==> src/rtl/fsp_pkg.sv <==
package fsp_pkg;
  typedef enum logic [1:0] {
    FSP_IDLE   = 2'd0,
    FSP_ACTIVE = 2'd1,
    FSP_SUSP   = 2'd2,
    FSP_FAULT  = 2'd3
  } fsp_mode_e;

  localparam int unsigned FSP_BIT_POLL   = 7;
  localparam int unsigned FSP_BIT_TOG    = 6;
  localparam int unsigned FSP_BIT_ERR    = 5;
  localparam int unsigned FSP_BIT_TIMER  = 3;
  localparam int unsigned FSP_BIT_ALTTOG = 2;
  localparam int unsigned FSP_NUM_TOG    = 2;
  localparam int unsigned FSP_TOG_MAIN   = 0;
  localparam int unsigned FSP_TOG_ALT    = 1;
endpackage

==> src/rtl/fsp_rst_sync.sv <==
module fsp_rst_sync #(
  parameter int unsigned STAGES = 2
) (
  input  logic clk,
  input  logic rst_n,
  output logic rst_n_sync
);
  logic [STAGES-1:0] chain_q;
  logic [STAGES-1:0] chain_d;

  always_comb begin
    chain_d = {chain_q[STAGES-2:0], 1'b1};
  end

  always_ff @(posedge clk or negedge rst_n) begin
    if (!rst_n) chain_q <= '0;
    else        chain_q <= chain_d;
  end

  assign rst_n_sync = chain_q[STAGES-1];
endmodule

==> src/rtl/fsp_block_lookup.sv <==
module fsp_block_lookup #(
  parameter int unsigned NUM_BLOCKS = 11,
  localparam int unsigned IDX_W = (NUM_BLOCKS > 1) ? $clog2(NUM_BLOCKS) : 1
) (
  input  logic [NUM_BLOCKS-1:0] erasing_mask,
  input  logic [NUM_BLOCKS-1:0] failed_mask,
  input  logic [IDX_W-1:0]      rd_blk,
  output logic                  hit_erasing,
  output logic                  hit_failed
);
  logic [NUM_BLOCKS-1:0] blk_match;

  for (genvar gi = 0; gi < NUM_BLOCKS; gi++) begin : g_match
    assign blk_match[gi] = (rd_blk == IDX_W'(gi));
  end

  assign hit_erasing = |(blk_match & erasing_mask);
  assign hit_failed  = |(blk_match & failed_mask);
endmodule

==> src/rtl/fsp_mode_decode.sv <==
module fsp_mode_decode
  import fsp_pkg::*;
(
  input  logic      busy,
  input  logic      suspended,
  input  logic      error_flag,
  output fsp_mode_e mode
);
  always_comb begin
    if (busy)            mode = FSP_ACTIVE;
    else if (error_flag) mode = FSP_FAULT;
    else if (suspended)  mode = FSP_SUSP;
    else                 mode = FSP_IDLE;
  end
endmodule

==> src/rtl/fsp_toggle_bit.sv <==
module fsp_toggle_bit (
  input  logic clk,
  input  logic rst_n,
  input  logic clr,
  input  logic adv,
  output logic q
);
  logic q_d;
  logic q_en;

  always_comb begin
    q_en = clr | adv;
    q_d  = clr ? 1'b0 : ~q;
  end

  always_ff @(posedge clk or negedge rst_n) begin
    if (!rst_n)    q <= 1'b0;
    else if (q_en) q <= q_d;
  end
endmodule

==> src/rtl/flash_status_poll.sv <==
module flash_status_poll
  import fsp_pkg::*;
#(
  parameter int unsigned NUM_BLOCKS = 11,
  localparam int unsigned IDX_W = (NUM_BLOCKS > 1) ? $clog2(NUM_BLOCKS) : 1
) (
  input  logic                  clk,
  input  logic                  rst_n,
  input  logic                  op_start,
  input  logic                  op_is_erase,
  input  logic                  busy,
  input  logic                  suspended,
  input  logic                  erase_started,
  input  logic                  error_flag,
  input  logic                  prog_dq7,
  input  logic [NUM_BLOCKS-1:0] erasing_mask,
  input  logic [NUM_BLOCKS-1:0] failed_mask,
  input  logic [IDX_W-1:0]      rd_blk,
  input  logic                  rd_strobe,
  output logic [7:0]            status_word,
  output logic                  array_sel
);
  logic                   rst_n_int;
  fsp_mode_e              mode;
  logic                   hit_erasing;
  logic                   hit_failed;
  logic [FSP_NUM_TOG-1:0] tog_adv;
  logic [FSP_NUM_TOG-1:0] tog_q;
  logic                   alt_region;
  logic                   poll_bit;

  fsp_rst_sync #(.STAGES(2)) rst_sync_i (
    .clk        (clk),
    .rst_n      (rst_n),
    .rst_n_sync (rst_n_int)
  );

  fsp_mode_decode mode_i (
    .busy       (busy),
    .suspended  (suspended),
    .error_flag (error_flag),
    .mode       (mode)
  );

  fsp_block_lookup #(.NUM_BLOCKS(NUM_BLOCKS)) lookup_i (
    .erasing_mask (erasing_mask),
    .failed_mask  (failed_mask),
    .rd_blk       (rd_blk),
    .hit_erasing  (hit_erasing),
    .hit_failed   (hit_failed)
  );

  // Block region in which the alternate toggle advances.
  always_comb begin
    unique case (mode)
      FSP_ACTIVE: alt_region = op_is_erase & hit_erasing;
      FSP_SUSP:   alt_region = op_is_erase & hit_erasing;
      FSP_FAULT:  alt_region = op_is_erase & hit_failed;
      default:    alt_region = 1'b0;
    endcase
  end

  always_comb begin
    tog_adv[FSP_TOG_MAIN] = rd_strobe & (mode == FSP_ACTIVE);
    tog_adv[FSP_TOG_ALT]  = rd_strobe & alt_region;
  end

  for (genvar gt = 0; gt < FSP_NUM_TOG; gt++) begin : g_tog
    fsp_toggle_bit tog_i (
      .clk   (clk),
      .rst_n (rst_n_int),
      .clr   (op_start),
      .adv   (tog_adv[gt]),
      .q     (tog_q[gt])
    );
  end

  assign poll_bit = op_is_erase ? 1'b0 : ~prog_dq7;

  always_comb begin
    status_word = 8'h00;
    array_sel   = 1'b0;
    unique case (mode)
      FSP_ACTIVE, FSP_FAULT: begin
        status_word[FSP_BIT_POLL]   = poll_bit;
        status_word[FSP_BIT_TOG]    = tog_q[FSP_TOG_MAIN];
        status_word[FSP_BIT_ERR]    = error_flag;
        status_word[FSP_BIT_TIMER]  = op_is_erase & erase_started;
        status_word[FSP_BIT_ALTTOG] = tog_q[FSP_TOG_ALT];
      end
      FSP_SUSP: begin
        if (hit_erasing) begin
          status_word[FSP_BIT_POLL]   = 1'b1;
          status_word[FSP_BIT_TOG]    = tog_q[FSP_TOG_MAIN];
          status_word[FSP_BIT_TIMER]  = op_is_erase & erase_started;
          status_word[FSP_BIT_ALTTOG] = tog_q[FSP_TOG_ALT];
        end else begin
          array_sel = 1'b1;
        end
      end
      default: array_sel = 1'b1;
    endcase
  end
endmodule

==> config.mk <==
export PLATFORM = sky130hd
export DESIGN_NAME = flash_status_poll
export DESIGN_NICKNAME = d
export VERILOG_FILES = /design/src/rtl/fsp_pkg.sv /design/src/rtl/fsp_rst_sync.sv /design/src/rtl/fsp_block_lookup.sv /design/src/rtl/fsp_mode_decode.sv /design/src/rtl/fsp_toggle_bit.sv /design/src/rtl/flash_status_poll.sv
export SDC_FILE = /design/constraint.sdc
export NUM_CORES = 1
export LEC_CHECK = 0
export ABC_AREA = 0
export BUFFER_PORTS_ARGS = -buffer_cell sky130_fd_sc_hd__buf_4
export CAP_MARGIN = 20
export CORE_MARGIN = 5
export CORE_UTILIZATION = 36
export CTS_BUF_LIST = sky130_fd_sc_hd__clkbuf_4 sky130_fd_sc_hd__clkbuf_8 sky130_fd_sc_hd__clkbuf_16
export CTS_CLUSTER_SIZE = 40
export DETAILED_ROUTE_END_ITERATION = 6
export GPL_ROUTABILITY_DRIVEN = 0
export PLACE_DENSITY = 0.79
export SETUP_SLACK_MARGIN = 0.05
export SLEW_MARGIN = 20
export SYNTH_ARGS = -nofsm -noshare
export SYNTH_HDL_FRONTEND = slang
export SYNTH_HIERARCHICAL = 1
export SYNTH_SLANG_ARGS = --single-unit
==> constraint.sdc <==
create_clock -name clk -period 1.82 [get_ports clk]
set_input_delay 0.182 -clock clk [delete_from_list [all_inputs] [get_ports clk]]
set_output_delay 0.182 -clock clk [all_outputs]
set_load 0.05 [all_outputs]
==> flow_metrics.tcl <==
set metrics [dict create \
    placed_area_um2 878.3 \
    final_util_pct 81.05 \
    num_io_pins 45 \
    grt_max_degree 12 \
    total_power_uw 486.9 \
    leakagePower_nw 0.5174 \
    vias 692 \
    dieArea_mm2 0.002284 \
    finalSetupViolCount 0 \
    hp-class "reg -> async" \
    worst-path-max-fanout 6 \
    synthMuxAreaShare_pct 10.46 \
    synth.avg_cell_area_um2 8.035 \
    p_switching_uw 172.3 \
    routed_wl_um 2208 \
    clock_skew_ps 5.021 \
    synth_fa_ha_area_share_pct 0 \
    rsz0062_at_grt "yes" \
    dp_hpwl_um 1489 \
    synthCells 64 \
    vias_per_cell 5.203 \
    synth_compound_area_share_pct 18.98 \
    path_class "in -> out" \
    synth_cell_types 33 \
    worstSetupEndpointType "output pin" \
    layout_commonest_cell "buf_4" \
    critPathRequiredTime_ps 1640 \
    drive_gt1_share_pct 65.25 \
    synth_top_family_by_area "simple AND/OR/NAND/NOR gates" \
    synth_area_um2 514.2 \
    io_buffers 41 \
    power_frac_comb_pct 57.0 \
    clkSinkCount 4 \
    synth_edf_count 0 \
    ys_seq_elements 4 \
    final_area_mm2 0.001081 \
    diodes 0 \
    p_per_area_mw_per_mm2 450.4 \
    gr-total-overflow 0 \
    start_util_pct 38.56 \
    cts_tree "yes" \
    grt_pass1_vias 725 \
    n_fill_cell 87 \
    rows 13 \
    start_kind "input pin" \
    drv_cap 0 \
    dp_cells 120 \
    die_w_um 47.80 \
    status "completed" \
    clkPwrFrac_pct 22.6 \
    ys_warn_count 6 \
    yosysSeqAreaShare_pct 19.46 \
    drv_slew 0 \
    multi_input_area_um2 460.4 \
    firstDrtPassIters 4 \
    final_hold_viol_count 0 \
    antenna_left 0 \
    yosys.area_share.simple_pct 32.85 \
    min_period_ps 1764 \
    cts.path.max_buffers 2 \
    finalNetCount 156 \
    synth-async-reset-ratio_pct 100.0 \
    synth_xor_area_share_pct 5.109 \
    insertion_delay_ps 230 \
    p_sw_share_pct 35.38 \
    syn_to_final_growth_pct 110.2 \
    crit_arrival_ps 1580 \
    timing.fmax_mhz 566.8 \
    final_cell_mix "buf_4 (42), buf_6 (8), nand2_1 (5), nor2_1 (5)" \
    track_usage_pct 18.84 \
    wire_per_inst_um 16.60 \
    antenna_found_initial 0 \
    cellInternalPower_uw 314.6 \
    die_h_um 47.80 \
    core_region_area_mm2 0.001334 \
    hold_slack_ps 22.29 \
    cts-root-buf "clkbuf_4" \
    cts_buffers 3 \
    synthFlopType "dfrtp_1" \
    drc 0 \
    area.sequential_um2 100.1 \
    grt_pass1_wl_um 2967 \
    power_frac_seq_pct 20.4 \
    vdd_drop_max_mv 0.3552 \
    period_share_pct 96.93 \
    htreeDepth 1 \
    fin_cells 133 \
    drtIter0Drc 17 \
    clk_transition_reported_paths_ps 40 \
]
==> Yosys cell counts (all sizes together) (2+ instances only) <==
library cell / instances / area, um^2
a21oi: 4 / 23.77
conb: 2 / 7.510
nor3b: 2 / 15.01
nor2: 6 / 22.52
nand2: 6 / 22.52
buf: 6 / 56.30
xnor2: 3 / 26.28
nand3: 2 / 10.01
mux2i: 2 / 20.02
a22o: 2 / 17.52
o22ai: 3 / 18.77
dfrtp: 4 / 100.1
nor2b: 4 / 25.02
==> routing by layer <==
metal	vias up	routed length [um]	track usage (%)
met5	-	0	0
met4	0	31	8.602
met3	2	135	4.135
met2	34	1277	37.99
met1	322	763	17.30
li1	334	-	-
==> logic make-up after synthesis <==
group / after synthesis
flip-flops: 4
buffers and inverters: 7
other: 2
multiplexers: 4
AND/OR/NAND/NOR: 30
AO/OA/AOI/OAI: 14
XOR/XNOR: 3
==> registers in the layout (all words and copies together) (netlist names) <==
name	cells
g_tog.tog_i/q	2
rst_sync_i/chain_q	2
==> through the flow <==
| stage | worst slack, ps | TNS [ps] |
|---|---|---|
| after global placement | -78.10 | -78.37 |
| after CTS | 22.43 | 0 |
| after floorplan | -1.890 | -1.890 |
| after global routing | -3.229 | -5.956 |
| final | 55.83 | 0 |
| after detailed placement | -96.21 | -144.0 |
==> power by group through the flow <==
stage | sequential [mW] | clock [mW] | combinational (mW)
detailed placement | 0.100 | 0 | 0.222
finish | 0.0995 | 0.110 | 0.277
global route | 0.100 | 0.125 | 0.291
floorplan | 0.0990 | 0 | 0.139
CTS | 0.0994 | 0.113 | 0.250
global placement | 0.0999 | 0 | 0.215
==> worst max-delay path, cell delays in order <==
cell	delay, ps
buf_6	90
buf_6	120
mux2i_1	190
nor2_1	80
a21oi_2	120
o311ai_2	120
buf_4	160
a21oi_4	270
nor2b_4	80
buf_8	160
==> layout make-up <==
class	count	share of cell area, %
repair buffers	55	43.98
multi-input cells	55	42.59
flip-flops and latches	4	9.259
clock buffers	3	2.083
well taps	15	1.736
inverters	1	0.3472
==> timing repair <==
item / 4_1_cts / 5_1_grt
setup buffers: 6 / 3
setup endpoints to repair: 3 / 6
hold buffers: 1 / 0
pin swaps: 4 / 8
gates resized for setup: 14 / 12
endpoints found under the hold margin: 2 / 0
==> final timing paths <==
path | slack, ps | cells past startpoint | end | startpoint
min in group clk | 100 | 2 | g_tog[1].tog_i/q$_DFFE_PN0P_ | op_start
min | 20 | 0 | g_tog[1].tog_i/q$_DFFE_PN0P_ | rst_sync_i/chain_q[1]$_DFF_PN0_
max | 60 | 10 | status_word[6] | rd_blk[0]
min reg2reg | 20 | 0 | g_tog[1].tog_i/q$_DFFE_PN0P_ | rst_sync_i/chain_q[1]$_DFF_PN0_
max reg2reg | 1090 | 2 | g_tog[1].tog_i/q$_DFFE_PN0P_ | g_tog[1].tog_i/q$_DFFE_PN0P_
max in group asynchronous | 1460 | 2 | rst_sync_i/chain_q[0]$_DFF_PN0_ | rst_n
No activity file was read; power rests on OpenSTA's default activity.
